--- src/rtl/lrw_pkg.sv ---
// Package: layer codes and the map classes shared by the register window.
// Assumes layer codes are one byte wide.
package lrw_pkg;

    localparam int CODE_W = 8;

    localparam logic [CODE_W-1:0] CODE_CONSOLE = 8'hC0;
    localparam logic [CODE_W-1:0] CODE_SEGMENT = 8'hCB;

    // Strobe-only layers. Slice i selects layer_strobe bit i.
    localparam int NUM_STROBE = 4;
    localparam logic [NUM_STROBE*CODE_W-1:0] STROBE_CODES =
        {8'h79, 8'h57, 8'h55, 8'h53};

    typedef enum logic [1:0] {
        MAP_NONE    = 2'd0,
        MAP_CONSOLE = 2'd1,
        MAP_SEGMENT = 2'd2,
        MAP_STROBE  = 2'd3
    } map_e;

    // Sort a selector byte into the class of window it opens.
    function automatic map_e classify(input logic [CODE_W-1:0] code);
        map_e m;
        m = MAP_NONE;
        if (code == CODE_CONSOLE) begin
            m = MAP_CONSOLE;
        end else if (code == CODE_SEGMENT) begin
            m = MAP_SEGMENT;
        end else begin
            for (int i = 0; i < NUM_STROBE; i++) begin
                if (code == STROBE_CODES[i*CODE_W +: CODE_W]) begin
                    m = MAP_STROBE;
                end
            end
        end
        return m;
    endfunction

endpackage

--- src/rtl/lrw_layer_sel.sv ---
// Selector register and layer decode.
// Holds the byte written to index SEL_IDX. Classifies it and flags which
// strobe-only layer it names, if any. Assumes DATA_W equals the code width.
module lrw_layer_sel
    import lrw_pkg::*;
#(
    parameter int DATA_W  = 8,
    parameter int ADDR_W  = 4,
    parameter int SEL_IDX = 9
) (
    input  logic                  clk,
    input  logic                  rst_n,
    input  logic                  wr_en,
    input  logic [ADDR_W-1:0]     addr,
    input  logic [DATA_W-1:0]     wdata,
    output logic [DATA_W-1:0]     layer_code,
    output map_e                  layer_map,
    output logic [NUM_STROBE-1:0] strobe_hit
);

    localparam logic [ADDR_W-1:0] SEL_ADDR = ADDR_W'(SEL_IDX);

    // Capture the selector on a write to its index.
    always_ff @(posedge clk) begin
        if (!rst_n) begin
            layer_code <= '0;
        end else if (wr_en && addr == SEL_ADDR) begin
            layer_code <= wdata;
        end
    end

    // Classify the current selector value.
    always_comb begin
        layer_map = classify(layer_code);
    end

    // One match line per strobe-only layer.
    for (genvar g = 0; g < NUM_STROBE; g++) begin : g_hit
        assign strobe_hit[g] =
            (layer_code == STROBE_CODES[g*CODE_W +: CODE_W]);
    end

endmodule

--- src/rtl/lrw_console_port.sv ---
// Console character output.
// A qualified write becomes a one-cycle valid pulse, with the byte held on
// con_char until the next character. Assumes wr_hit is already qualified by
// the console layer and index 0.
module lrw_console_port #(
    parameter int DATA_W = 8
) (
    input  logic              clk,
    input  logic              rst_n,
    input  logic              wr_hit,
    input  logic [DATA_W-1:0] wdata,
    output logic              con_valid,
    output logic [DATA_W-1:0] con_char
);

    // Register the pulse and the character together.
    always_ff @(posedge clk) begin
        if (!rst_n) begin
            con_valid <= 1'b0;
            con_char  <= '0;
        end else begin
            con_valid <= wr_hit;
            if (wr_hit) begin
                con_char <= wdata;
            end
        end
    end

endmodule

--- src/rtl/lrw_segment_bank.sv ---
// Segment mask storage.
// NUM_WIN byte registers are concatenated so that byte k owns mask bits
// 8k+7..8k. Also returns the byte named by addr for readback. Assumes wr_sel
// is already qualified by the segment layer.
module lrw_segment_bank #(
    parameter int DATA_W  = 8,
    parameter int ADDR_W  = 4,
    parameter int NUM_WIN = 9,
    localparam int MASK_W = NUM_WIN * DATA_W
) (
    input  logic              clk,
    input  logic              rst_n,
    input  logic              wr_sel,
    input  logic [ADDR_W-1:0] addr,
    input  logic [DATA_W-1:0] wdata,
    output logic [DATA_W-1:0] rd_byte,
    output logic [MASK_W-1:0] mask
);

    logic [DATA_W-1:0] bank [NUM_WIN];

    for (genvar g = 0; g < NUM_WIN; g++) begin : g_byte
        // Update one mask byte when its index is written.
        always_ff @(posedge clk) begin
            if (!rst_n) begin
                bank[g] <= '0;
            end else if (wr_sel && addr == ADDR_W'(g)) begin
                bank[g] <= wdata;
            end
        end
        assign mask[g*DATA_W +: DATA_W] = bank[g];
    end

    // Pick the addressed byte; out-of-range indices read zero.
    always_comb begin
        rd_byte = '0;
        for (int i = 0; i < NUM_WIN; i++) begin
            if (addr == ADDR_W'(i)) begin
                rd_byte = bank[i];
            end
        end
    end

endmodule

--- src/rtl/lrw_strobe_gen.sv ---
// Select strobes for the strobe-only layers.
// A window write under a matching layer gives a one-cycle pulse on that
// layer's bit. Assumes strobe_hit has at most one bit set.
module lrw_strobe_gen #(
    parameter int NUM_STROBE = 4
) (
    input  logic                  clk,
    input  logic                  rst_n,
    input  logic                  win_wr,
    input  logic [NUM_STROBE-1:0] strobe_hit,
    output logic [NUM_STROBE-1:0] layer_strobe
);

    for (genvar g = 0; g < NUM_STROBE; g++) begin : g_stb
        // Pulse this layer's strobe for one cycle per window write.
        always_ff @(posedge clk) begin
            if (!rst_n) begin
                layer_strobe[g] <= 1'b0;
            end else begin
                layer_strobe[g] <= win_wr && strobe_hit[g];
            end
        end
    end

endmodule

--- src/rtl/layer_reg_window.sv ---
// Top of the layer-selected peripheral register window.
// Index SEL_IDX holds the layer selector. Indices 0..NUM_WIN-1 form the
// window it remaps. Reads are combinational from addr. Assumes the write
// inputs are stable around each rising clock edge.
module layer_reg_window
    import lrw_pkg::*;
#(
    parameter int DATA_W  = 8,
    parameter int ADDR_W  = 4,
    parameter int NUM_WIN = 9,
    parameter int SEL_IDX = 9,
    localparam int MASK_W = NUM_WIN * DATA_W
) (
    input  logic                  clk,
    input  logic                  rst_n,
    input  logic                  wr_en,
    input  logic [ADDR_W-1:0]     addr,
    input  logic [DATA_W-1:0]     wdata,
    output logic [DATA_W-1:0]     rdata,
    output logic                  con_valid,
    output logic [DATA_W-1:0]     con_char,
    output logic [MASK_W-1:0]     seg_mask,
    output logic [NUM_STROBE-1:0] layer_strobe
);

    localparam logic [ADDR_W-1:0] SEL_ADDR = ADDR_W'(SEL_IDX);
    localparam logic [ADDR_W-1:0] WIN_LIM  = ADDR_W'(NUM_WIN);

    logic [DATA_W-1:0]     layer_code;
    map_e                  layer_map;
    logic [NUM_STROBE-1:0] strobe_hit;
    logic                  in_window;
    logic                  win_wr;
    logic [DATA_W-1:0]     seg_rd;

    // Decide whether addr falls inside the remapped window.
    always_comb begin
        in_window = (addr < WIN_LIM);
        win_wr    = wr_en && in_window;
    end

    lrw_layer_sel #(
        .DATA_W  (DATA_W),
        .ADDR_W  (ADDR_W),
        .SEL_IDX (SEL_IDX)
    ) u_sel (
        .clk        (clk),
        .rst_n      (rst_n),
        .wr_en      (wr_en),
        .addr       (addr),
        .wdata      (wdata),
        .layer_code (layer_code),
        .layer_map  (layer_map),
        .strobe_hit (strobe_hit)
    );

    lrw_console_port #(
        .DATA_W (DATA_W)
    ) u_con (
        .clk       (clk),
        .rst_n     (rst_n),
        .wr_hit    (wr_en && addr == '0 && layer_map == MAP_CONSOLE),
        .wdata     (wdata),
        .con_valid (con_valid),
        .con_char  (con_char)
    );

    lrw_segment_bank #(
        .DATA_W  (DATA_W),
        .ADDR_W  (ADDR_W),
        .NUM_WIN (NUM_WIN)
    ) u_seg (
        .clk     (clk),
        .rst_n   (rst_n),
        .wr_sel  (win_wr && layer_map == MAP_SEGMENT),
        .addr    (addr),
        .wdata   (wdata),
        .rd_byte (seg_rd),
        .mask    (seg_mask)
    );

    lrw_strobe_gen #(
        .NUM_STROBE (NUM_STROBE)
    ) u_stb (
        .clk          (clk),
        .rst_n        (rst_n),
        .win_wr       (win_wr),
        .strobe_hit   (strobe_hit),
        .layer_strobe (layer_strobe)
    );

    // Read mux: the selector always, the window per layer, zero elsewhere.
    always_comb begin
        rdata = '0;
        if (addr == SEL_ADDR) begin
            rdata = layer_code;
        end else if (in_window) begin
            unique case (layer_map)
                MAP_CONSOLE: rdata = (addr == '0) ? con_char : '0;
                MAP_SEGMENT: rdata = seg_rd;
                default:     rdata = '0;
            endcase
        end
    end

endmodule

--- config.mk ---
export PLATFORM = sky130hd
export DESIGN_NAME = layer_reg_window
export DESIGN_NICKNAME = d
export VERILOG_FILES = /design/src/rtl/lrw_pkg.sv /design/src/rtl/lrw_layer_sel.sv /design/src/rtl/lrw_console_port.sv /design/src/rtl/lrw_segment_bank.sv /design/src/rtl/lrw_strobe_gen.sv /design/src/rtl/layer_reg_window.sv
export SDC_FILE = /design/constraint.sdc
export NUM_CORES = 1
export LEC_CHECK = 0
export ABC_AREA = 1
export BUFFER_PORTS_ARGS = -buffer_cell sky130_fd_sc_hd__clkbuf_2
export CORE_UTILIZATION = 30
export DETAILED_ROUTE_END_ITERATION = 10
export GPL_TIMING_DRIVEN = 0
export PLACE_DENSITY = 0.59
export SYNTH_ARGS = -nofsm -noshare
export SYNTH_HDL_FRONTEND = slang
export SYNTH_HIERARCHICAL = 1
export SYNTH_SLANG_ARGS = --single-unit
--- constraint.sdc ---
create_clock -name clk -period 8.2 [get_ports clk]
set_input_delay 0.41 -clock clk [delete_from_list [all_inputs] [get_ports clk]]
set_output_delay 0.41 -clock clk [all_outputs]
set_load 0.1 [all_outputs]
# Word level (Yosys, flattened, before mapping)
# Memories as Yosys holds them, arrays and structs flattened.
# Cells that the tools add are included.
totals:
  ram_bits: 72
  mem_count: 1
  word_cells: 110
  out_inout_bits: 93
  regBits: 21
  in_bits: 15
memory_table:
  columns: ["memory", "words", "word_bits", "rd", "rd_ports_with_merged_regs", "write_ports", "line", "source"]
  rows:
  - ["u_seg.bank", 9, 8, 9, 0, 9, "lrw_segment_bank.sv:20", "logic [DATA_W-1:0] bank [NUM_WIN];"]
op_classes:
  reduce_logical: 19
  bitwise: 9
  mux: 56
  eq_ne: 17
  order_cmp: 1
op_table:
  columns: ["cell", "count"]
  rows:
  - ["$mux W8", 21]
  - ["$eq A8 B7 Y1 const B", 4]
  - ["$mux W1", 28]
  - ["$logic_and A1 B1 Y1", 18]
  - ["$eq A4 B3 Y1 const B", 4]
  - ["$eq A8 B8 Y1 const B", 2]
  - ["$pmux W8 S2", 1]
  - ["$mux W2", 6]
  - ["$or A1 B1 Y1", 9]
  - ["$eq A4 B2 Y1 const B", 2]
  - ["$eq A4 B4 Y1 const B", 2]
  - ["$eq A4 B1 Y1 const B", 1]
  - ["$logic_not A4 Y1", 1]
  - ["$lt A4 B4 Y1 const B", 1]
  - ["$eq A2 B1 Y1 const B", 1]
  - ["$eq A2 B2 Y1 const B", 1]

# Logic depth before layout (Yosys ltp)
# Gate-level depths: netlist (run 1).
depth:
  word_depth: 14
  mapped_depth: 17
  ltp_nobuf: 15

# Hierarchy
# The synthesis (run 1) kept the hierarchy.
by_module_without_submodules:
  columns: ["module", "cells_each", "area_per_inst_um2", "instances"]
  rows:
  - ["lrw_segment_bank", 335, 3339.5, 1]
  - ["lrw_layer_sel", 89, 498.0, 1]
  - ["layer_reg_window", 84, 432.9, 1]
  - ["lrw_console_port", 54, 375.4, 1]
  - ["lrw_strobe_gen", 13, 116.4, 1]

# Worst setup path before layout (run 1)
# OpenSTA, ideal clock, no wires.
synth_path:
  path_type: "register to register"
  start: "register u_sel.layer_code[3]"
  end: "memory u_seg.bank[2][0], enable pin"
  required_time_ps: 7816
  setup_time_ps: 384
  setup_slack_ps: 5168
  n_path_buf: 3
  t_arrival_ps: 2648
  path_stages_with_launch: 14
  period_less_slack_ps: 3032
  cell_sequence: "dfxtp_1 inv_1 nand2_1 nor2_1 o21ai_0 nand3_1 inv_1 ha_1 buf_1 and3_1 clkbuf_1 buf_4 inv_1 o21ai_0"
synth_lines:
  columns: ["element", "line", "source"]
  rows:
  - ["start, declared", "lrw_layer_sel.sv:16", "output logic [DATA_W-1:0] layer_code,"]
  - ["start signal, assigned", "lrw_layer_sel.sv:28", "layer_code <= wdata;"]
  - ["end, declared", "lrw_segment_bank.sv:20", null]

==> results.md, run 1 <==
* Routed Antenna Nets at 0
* Die height at 128.0 um
* Pre-antenna DRT Iters at 5
* Final WL at ~15000 um
* Clock power frac at 38.5%
* Num CTS Buffers at 9
* Sw Share at approximately 30%
* Register bit total from synthesis at 93
* Register area share after synthesis at a little over half
* R2R Path Start: u_sel/layer_code[3]
* VDD IR max at 0.1022 mV
* Netlist cell types at 30
* Critical Path AT at between 3 and 4 ns
* Die outline area at about 16000 um2
* Number of port buffers at between 100 and 150
* Post-Synthesis Net Count at ~590
* Largest net degree at the start of global routing at 16
* CP Class: register to register
* Lkg Pwr at 2.732 nW
* Register clock-pin slew on the reported worst setup and hold paths at around 0.060 ns
* DRC viols at 0
* Resized Gates After CTS at 0
* Int Pwr at roughly 0.81 mW
* Main combinational cell family by area after synthesis: simple AND/OR/NAND/NOR gates
* CTS Root Cell: clkbuf_16
* Slew Limit Fails at 0
* Number of max-cap violations at 0
* Worst Clk Skew at 0.006149 ns
* Layout cells sized above 1 at a little under a quarter
* Most frequent CP cell: inv_1
* Inserted Diodes at 0
* Clk_lat worst skew at approximately 0.35 ns
* Setup crit end kind: register
* First-pass GRT wire length at between 20000 and 25000 um
* Wire length per cell at between 15 and 20 um
* Max Freq at about 0.26 GHz
* Critical-path top delay cell: o21ai_0
* Most frequent cells in the layout: 143 x nor2_1, 136 x nand2_1, 107 x clkbuf_2, 72 x edfxtp_1, 59 x inv_1
* Inst Count DP at slightly below 900
* I/O pin total at 108
* Iter 0 DRT Violations at around 410
* Vias at about 4.2k
* CP max FO at 10
* Min Clock Period, post-route at 3.820 ns
* Final RePlAce weighted congestion at ~0.88
* Grt ovf at 0
* Yosys top cell by area: edfxtp_1
* YS warnings at 6
* Initial Utilization at between 30% and 40%
* CP cell instances: inv_1 -> nand2_1 -> nor2_1 -> o21ai_0 -> nand3_1 -> inv_1 -> ha_1 -> buf_1 -> and3_1 -> clkbuf_1 -> buf_4 -> inv_1 -> o21ai_0
* Site Rows at 45
* Post-synthesis simple-gate area fraction at a little over a third
* Slew margin rel. at a little under a fifth
* FF-to-FF path depth at 13
* Mux cell area share after synthesis at 0%
* Synth Area in Adders at less than 1%
* Final worst path period share at 46.58%
* Commonest non-fill, non-tap cell in the layout: nor2_1
* CTS tree: yes
* Post-Syn Area at 4762 um2
* Max incr delay on CP at about 0.95 ns
* Vias per cell at 4.614
* Setup TNS at 0 ns
* Post-Syn Area per Cell at about 8.3 um2
* Core outline area at 15370 um2
* Worst hold stages at 5
* Initial antenna violation count at 0
* Hold crit path type: primary input to register
* Vias in the first global route at around 4k
* Synth Area in XOR/XNOR at 0%
* Part of the power in registers at approximately 46%
* Fraction of power consumed by combinational cells at 15.2%
* Hold_buf cts at 0
* Die X at around 130 um
* Min-Delay Startpoint: wdata[2]
* Dominant cells by area after synthesis: edfxtp_1 45%, nor2_1 11%, nand2_1 11%
* Hold Path End: u_con/con_char[2]
* Final hold vios at 0
* TritonCTS Sinks at 93
* Setup Buffers After CTS at 0
* Final HPWL DP at between 10000 and 15000 um
* FF-to-FF setup slack at 4.38 ns
* Post-route core utilization at a little under two fifths
* Clock buffer depth at 2
* Status: finished, final reports clean
* Cell Count, Final, Fillers Out at roughly 900
* Power per standard cell area at around 200 nW/um2
* Final setup fails at 0
* P_sw at around 0.33 mW
* Cell count after synthesis at between 500 and 600
* Gr usage total at about a fifth
* Critical path startpoint category: register
* Number of nets in the layout at 710
* CP required at 8.16 ns
* Top cell type's share of synthesized area at 45.40%
* Critical R2R Capture: u_seg/bank[6][1]
* Synth Area in Compound Gates at 1.471%
* H-tree lvl count at 3
* Area Overhead vs Synth at 23.41%
* RSZ-0062 raised after global routing: no
* FILL cells at around 1.6k
* Least-Margin Pin Slew at 1.205 ns
[routing by layer]
metal | routed length (um) | GRT usage (%) | share of wire [%] | vias up
met4 | 369 | 8.166 | 2.5 | 0
met1 | 6728 | 25.45 | 46 | 1951
li1 | - | - | - | 2080
met5 | 0 | 0 | 0 | -
met2 | 6854 | 29.41 | 46 | 140
met3 | 813 | 3.088 | 5.5 | 23
[worst max-delay path: cells and delay by family, from the launching register on]
family	cells	cell delay [ns]
AOI/OAI and AO/OA	2	1.19
adders and majority gates	1	0.15
buffers and inverters	6	1.20
DFF	1	0.38
and+or+nand+nor	4	0.52
[state kept, by name, summed over array words and instances, names as in the netlist]
name,flops
u_con/con_char,8
u_con/con_valid,1
u_seg/bank,72
u_sel/layer_code,8
u_stb/layer_strobe,4
[final cells by class]
class                           count  area (um2)  share of cell area [%]
Sequential cell                    93        2582                   43.94
Multi-Input combinational cell    394        1785                   30.38
Timing Repair Buffer              107       535.5                   9.112
Tap cell                          211       264.0                   4.492
Inverter                           70       262.8                   4.471
Clock buffer                        9       225.2                   3.832
Buffer                             18       131.4                   2.235
Clock inverter                      7       90.09                   1.533
[worst max path at each step]
stage | slack (ns) | depth (start not counted) | end | start
final | 4.38 | 13 | u_seg/bank[6][1] | u_sel/layer_code[3]
after global routing | 4.10 | 13 | u_seg/bank[5][3] | u_sel/layer_code[3]
after CTS | 4.42 | 13 | u_seg/bank[6][1] | u_sel/layer_code[3]
after detailed placement | 4.46 | 13 | u_seg/bank[6][1] | u_sel/layer_code[3]
after global placement | 4.44 | 13 | u_seg/bank[6][1] | u_sel/layer_code[3]
after floorplan | 5.17 | 13 | u_seg/bank[2][0] | u_sel/layer_code[3]
[logic make-up after synthesis]
kind of cell	count (synthesis)
DFF	93
adders and majority gates	2
and+or+nand+nor	381
buffers and inverters	88
AOI/OAI and AO/OA	11
[cell usage after synthesis]
library cell	number
nand3_2	1
nor2_1	143
or2_2	6
ha_1	2
clkinv_1	8
nor3_1	4
clkbuf_8	1
clkbuf_1	2
nor2_4	1
a21oi_1	1
buf_6	5
edfxtp_1	72
o21ai_0	4
inv_2	3
inv_1	59
nor3_4	2
buf_4	2
nor2_8	1
nand3_1	52
and3_1	1
nor2_2	6
nand2_4	2
dfxtp_1	21
o211ai_1	6
nand2_2	6
buf_2	7
nand4_1	18
buf_1	1
nand2_1	136
nand3_4	2
[power by group through the flow]
stage	sequential [mW]	clock (mW)	combinational, mW
after floorplan	0.627	0	0.0429
after global placement	0.539	0	0.174
after detailed placement	0.539	0	0.174
after CTS	0.529	0.448	0.174
after global routing	0.530	0.467	0.182
final	0.529	0.440	0.174
[per-stage QoR]
| step | power (mW) | hold slack [ns] | setup WS [ns] | area (um2) |
|---|---|---|---|---|
| after floorplan | 0.6703 | 0.4907 | 5.168 | 4762 |
| after global placement | 0.7130 | 0.5007 | 4.436 | 5562 |
| after detailed placement | 0.7133 | 0.4961 | 4.465 | 5562 |
| after CTS | 1.152 | 0.3685 | 4.423 | 5877 |
| after global routing | 1.179 | 0.4023 | 4.096 | 5877 |
| final | 1.143 | 0.3794 | 4.380 | 5877 |
Power figures use the tool's default switching activity.
==> run 2, diff against run 1 <==
- PLACE_DENSITY: 0.59 -> 0.61
- clock period: 8.2 -> 3.1 ns (I/O delays scaled with it)
==> results.md, run 2 (same netlist as run 1, synthesis figures left out) <==
* Area Overhead vs Synth at 23.73%
* Final worst path period share at 92.61% (+46 points)
* Register clock-pin slew on the reported worst setup and hold paths at 0.07 ns (about the same)
* Status: finished, final reports clean
* Pre-antenna DRT Iters at 5 (unchanged)
* FF-to-FF path depth at 11 (-2)
* Initial antenna violation count at 0 (unchanged)
* Largest net degree at the start of global routing at 17 (+1)
* Vias at 4155 (-0.93%)
* Min-Delay Startpoint: wdata[0]
* CP max FO at 10 (unchanged)
* Num CTS Buffers at 9 (unchanged)
* Die height at 128.0 um (unchanged)
* Cell Count, Final, Fillers Out at 907 (-0.22%)
* Routed Antenna Nets at 0 (unchanged)
* Critical-path top delay cell: dfxtp_1
* Wire length per cell at 16.11 um (-0.79%)
* Final RePlAce weighted congestion at 0.9023 (+2.4%)
* VDD IR max at 0.2691 mV (+160%)
* First-pass GRT wire length at 21300 um (-4.4%)
* Least-Margin Pin Slew at 0.5771 ns (-0.6276 ns)
* Max Freq at 0.3483 GHz (+33%)
* Slew margin rel. at 61.69% (+43 points)
* Slew Limit Fails at 0 (unchanged)
* Max incr delay on CP at 0.37 ns (-0.58 ns)
* Number of max-cap violations at 0 (unchanged)
* FILL cells at 1591 (-2.0%)
* Worst path depth at 11 (-2)
* Most flop-heavy register: u_seg/bank
* Final WL at 14620 um (-1.0%)
* Lkg Pwr at 2.730 nW (about the same)
* FF-to-FF setup slack at 0.23 ns (-4.15 ns)
* Multi-input logic area at 1824 um2 (+2.2%)
* Total power at 2.969 mW (+160%)
* Critical path startpoint category: register
* Site Rows at 45 (unchanged)
* Top flop regs: u_seg/bank: 72 flops, u_con/con_char: 8 flops, u_sel/layer_code: 8 flops
* RSZ-0062 raised after global routing: no
* Clk_lat worst skew at 0.35 ns (about the same)
* FF+latch area at 2582 um2 (unchanged)
* Hold Path End: u_con/con_char[0]
* Final hold vios at 0 (unchanged)
* Worst hold stages at 5 (unchanged)
* DRC viols at 0 (unchanged)
* R2R Path Start: u_sel/layer_code[3]
* H-tree lvl count at 3 (unchanged)
* Hold crit path type: primary input to register
* Commonest non-fill, non-tap cell in the layout: nor2_1
* Number of port buffers at 107 (unchanged)
* Critical Path AT at 2.89 ns (-0.89 ns)
* Critical R2R Capture: u_seg/bank[6][1]
* Worst Clk Skew at 0.004770 ns (-0.001379 ns)
* Final setup fails at 0 (unchanged)
* I/O pin total at 108 (unchanged)
* Grt ovf at 0 (unchanged)
* Most frequent cells in the layout: 143 x nor2_1, 136 x nand2_1, 106 x clkbuf_2, 72 x edfxtp_1, 59 x inv_1
* Power per standard cell area at 504.0 nW/um2 (+160%)
* Layout cells sized above 1 at 24.57% (+0.64 points)
* Initial Utilization at 30.98% (unchanged)
* CTS Root Cell: clkbuf_16
* Setup TNS at 0 ns (unchanged)
* Area after DPL at 5562 um2 (unchanged)
* Setup crit end kind: register
* CP required at 3.12 ns (-5.04 ns)
* CTS tree: yes
* Gr usage total at 18.08% (-0.65 points)
* Min Clock Period, post-route at 2.871 ns (-0.9491 ns)
* CP Class: register to register
* Inst Count DP at 893 (unchanged)
* Worst path bufs/invs at 4 (-2)
* Design area at 5892 um2 (+0.26%)
* Clock buffer depth at 2 (unchanged)
* Final HPWL DP at 10770 um (-2.4%)
* Vias in the first global route at 3708 (-6.8%)
* Vias per cell at 4.581 (-0.71%)
* Die X at 128.0 um (unchanged)
* Number of nets in the layout at 708 (-0.28%)
* Most frequent CP cell: inv_1
* Iter 0 DRT Violations at 268 (-34%)
* Die outline area at 16380 um2 (unchanged)
* CP cell instances: inv_1 -> nand2_1 -> nor2_1 -> o21ai_0 -> nand3_1 -> inv_1 -> ha_1 -> and3_4 -> buf_4 -> inv_1 -> o21ai_4
* TritonCTS Sinks at 93 (unchanged)
* Critical path's top delay family: simple AND/OR/NAND/NOR gates
* Max reg flops at 72 (unchanged)
* Inserted Diodes at 0 (unchanged)
* Core outline area at 15370 um2 (unchanged)
run 2: final cells by class:
cell class,instances,share of cell area [%]
Timing Repair Buffer,107,9.089
Clock buffer,9,3.822
Clock inverter,7,1.253
Buffer,16,2.102
Tap cell,211,4.481
Multi-Input combinational cell,394,30.96
Inverter,70,4.460
Sequential cell,93,43.83
run 2: layer usage:
| layer | up-vias | GRT usage [%] | wire length, um |
|---|---|---|---|
| met5 | - | 0 | 0 |
| met1 | 1921 | 23.59 | 6552 |
| li1 | 2073 | - | - |
| met4 | 0 | 8.028 | 352 |
| met3 | 23 | 2.880 | 695 |
| met2 | 138 | 29.57 | 7017 |
run 2: repair_timing:
item	4_1_cts	5_1_grt
setup buffers	0	0
setup endpoints to repair	80	85
gates cloned	0	0
gates resized for setup	7	5
pin swaps	0	0
hold buffers	0	0
run 2: how the worst max path moves through the flow:
| stage | startpoint | to | slack [ns] |
|---|---|---|---|
| final | u_sel/layer_code[3] | u_seg/bank[6][1] | 0.23 |
| after CTS | u_sel/layer_code[3] | u_seg/bank[6][7] | -0.005 |
| after detailed placement | u_sel/layer_code[3] | u_seg/bank[6][2] | -0.77 |
| after global placement | u_sel/layer_code[3] | u_seg/bank[6][2] | -0.74 |
| after global routing | u_sel/layer_code[3] | rdata[7] | 0.008 |
| after floorplan | u_sel/layer_code[3] | u_seg/bank[2][0] | 0.07 |
run 2: worst register-to-register path: stages, from the launching register on:
cell and delay, ns:
dfxtp_1 0.37, inv_1 0.07, nand2_1 0.12, nor2_1 0.05, o21ai_0 0.24, nand3_1 0.18, inv_1 0.09, ha_1 0.34
and3_4 0.34, buf_4 0.22, inv_1 0.18, o21ai_4 0.36
run 2: metrics by stage:
stage | setup slack (ns) | hold slack [ns] | utilization (%)
2_1_floorplan | 0.06823 | 0.3070 | -
3_3_place_gp | -0.7428 | 0.4814 | 36.18
3_5_place_dp | -0.7700 | 0.4871 | 36.18
4_1_cts | -0.004845 | 0.1204 | 38.18
5_1_grt | 0.008197 | 0.1410 | 38.33
6_report | 0.2292 | 0.1264 | 38.33
run 2: report_power, final:
group / internal (mW) / switching (mW) / leakage [nW]
Combinational: 0.0645 / 0.397 / 1.67
Clock: 0.629 / 0.481 / 0.148
Sequential: 1.37 / 0.0252 / 0.913
Total: 2.07 / 0.903 / 2.73
==> run 3, diff against run 2 <==
==> constraint.sdc (replaced) <==
create_clock -name clk -period 3.1 [get_ports clk]
set_input_delay 0.62 -clock clk [delete_from_list [all_inputs] [get_ports clk]]
set_output_delay 0.62 -clock clk [all_outputs]
set_load 0.1 [all_outputs]
==> results.md, run 3 (same netlist as run 1, synthesis figures left out) <==
* Routed Antenna Nets at 0 (unchanged)
* Worst hold stages at 2 (-3)
* Critical Path AT at 2.37 ns (-0.52 ns)
* Setup crit end kind: output pin
* Wire length per cell at 16.13 um (about the same)
* Critical path startpoint category: primary input
* Die outline area at 16380 um2 (unchanged)
* First-pass GRT wire length at 21320 um (about the same)
* TritonCTS Sinks at 93 (unchanged)
* FF-to-FF path depth at 11 (unchanged)
* Final WL at 14660 um (+0.29%)
* Largest net degree at the start of global routing at 17 (unchanged)
* Num CTS Buffers at 9 (unchanged)
* CP required at 2.48 ns (-0.64 ns)
* CP cell instances: clkbuf_2 -> buf_6 -> nor2_4 -> inv_2 -> nor3_4 -> buf_12 -> nand2_1 -> nand4_1 -> nand2_1 -> nand2_1 -> nand3_1 -> nand2_1 -> buf_12
* DRC viols at 0 (unchanged)
* Worst Clk Skew at 0.004528 ns (-0.0002424 ns)
* CTS Root Cell: clkbuf_16
* Vias per cell at 4.575 (-0.12%)
* Total power at 2.982 mW (+0.42%)
* Register clock-pin slew on the reported worst setup and hold paths at 0.07 ns (about the same)
* Grt ovf at 0 (unchanged)
* VDD IR max at 0.2732 mV (+1.5%)
* M3 GR Usage at 2.922% (+0.042 points)
* Final setup fails at 0 (unchanged)
* Inserted Diodes at 0 (unchanged)
* CP max FO at 10 (unchanged)
* CTS tree: yes
* Hold_buf cts at 0 (unchanged)
* Most frequent cells in the layout: 131 x nand2_1, 131 x nor2_1, 96 x clkbuf_2, 72 x edfxtp_1, 57 x inv_1
* Hold crit path type: register to register
* Clock buffer depth at 2 (unchanged)
* Post-route core utilization at 39.64% (+1.3 points)
* H-tree lvl count at 3 (unchanged)
* Slew margin rel. at 61.70% (about the same)
* RSZ-0062 raised after global routing: no
* Top flop regs: u_seg/bank: 72 flops, u_con/con_char: 8 flops, u_sel/layer_code: 8 flops
* Gr usage total at 18.06% (about the same)
* Clk_lat worst skew at 0.35 ns (about the same)
* Die height at 128.0 um (unchanged)
* Pre-antenna DRT Iters at 5 (unchanged)
* Final Hold Slack at 0.5034 ns (+0.3770 ns)
* Initial Utilization at 30.98% (unchanged)
* Vias at 4159 (+0.096%)
* CP Class: primary input to output pin
* Most frequent CP cell: nand2_1
* Min Clock Period, post-route at 2.991 ns (+0.1198 ns)
* Max reg flops at 72 (unchanged)
* Final HPWL DP at 10770 um (unchanged)
* Vias in the first global route at 3736 (+0.76%)
* Worst setup margin at 0.1093 ns (-0.1198 ns)
* Die X at 128.0 um (unchanged)
* Core outline area at 15370 um2 (unchanged)
* Final worst path period share at 96.47% (+3.9 points)
* Iter 0 DRT Violations at 303 (+13%)
* GR Util met2 at 29.38% (-0.19 points)
* Gr busiest metal: met2
* Final RePlAce weighted congestion at 0.9023 (unchanged)
* Number of nets in the layout at 710 (+0.28%)
* Final hold vios at 0 (unchanged)
* Status: finished, final reports clean
* Most flop-heavy register: u_seg/bank
* Global-route track usage on met1 at 23.49% (-0.11 points)
* Pre-CTS WS at -0.7700 ns (unchanged)
* Max incr delay on CP at 0.23 ns (-0.14 ns)
* Max Freq at 0.3344 GHz (-4.0%)
* Power per standard cell area at 489.3 nW/um2 (-2.9%)
* Critical-path top delay cell: nor3_4
* Slew Limit Fails at 0 (unchanged)
* Number of port buffers at 107 (unchanged)
* Least-Margin Pin Slew at 0.5770 ns (-0.00009620 ns)
* Lkg Pwr at 2.782 nW (+1.9%)
* I/O pin total at 108 (unchanged)
* Number of max-cap violations at 0 (unchanged)
* Initial antenna violation count at 0 (unchanged)
* Area Overhead vs Synth at 27.96%
* Layout cells sized above 1 at 28.37% (+3.8 points)
* FILL cells at 1577 (-0.88%)
* Site Rows at 45 (unchanged)
run 3: where the power goes:
group / total, mW / internal, mW / switching (mW) / leakage, nW
Sequential: 1.40 / 1.37 / 0.0253 / 0.915
Combinational: 0.470 / 0.0695 / 0.401 / 1.72
Clock: 1.11 / 0.629 / 0.484 / 0.148
Total: 2.98 / 2.07 / 0.910 / 2.78
run 3: metrics by stage:
stage / cell area (um2) / std cells / setup TNS [ns]
finish: 6093 / 909 / 0
global route: 6093 / 909 / 0
CTS: 5951 / 907 / 0
detailed placement: 5562 / 893 / -21.74
global placement: 5562 / 893 / -19.99
floorplan: 4762 / 575 / 0
run 3: layout make-up:
| class | instances | area, um2 | share of cell area, % |
|---|---|---|---|
| flip-flops and latches | 93 | 2589 | 42.48 |
| clock buffers | 9 | 225.2 | 3.696 |
| multi-input cells | 394 | 1866 | 30.62 |
| repair buffers | 109 | 680.7 | 11.17 |
| inverters | 70 | 262.8 | 4.312 |
| plain buffers | 16 | 132.6 | 2.177 |
| well taps | 211 | 264.0 | 4.333 |
| clock inverters | 7 | 73.82 | 1.211 |
run 3: repair_timing:
action / in CTS / in global routing
endpoints found under the hold margin: 0 / 0
gates resized for setup: 29 / 47
buffers inserted: 0 / 2
pin swaps: 0 / 3
endpoints found under the setup margin: 88 / 32
run 3: worst paths after layout:
check,startpoint,endpoint,slack (ns)
worst max-delay path,addr[0],rdata[2],0.11
worst min-delay path,u_con/con_char[4],u_con/con_char[4],0.50
worst max register to register,u_sel/layer_code[3],u_seg/bank[6][1],0.21
worst min register to register,u_con/con_char[4],u_con/con_char[4],0.50
run 3: worst max-delay path: cells and delay by family:
family,cells,cell delay [ns]
buffers and inverters,5,0.71
AND/OR/NAND/NOR,8,1.03
run 3: layer usage:
metal  part of all wire [%]  vias to the layer above  routed length [um]
li1                       -                     2081                   -
met2                     48                      138                7073
met4                    2.3                        0                 338
met3                    4.8                       23                 704
met5                      0                        -                   0
met1                     45                     1917                6541
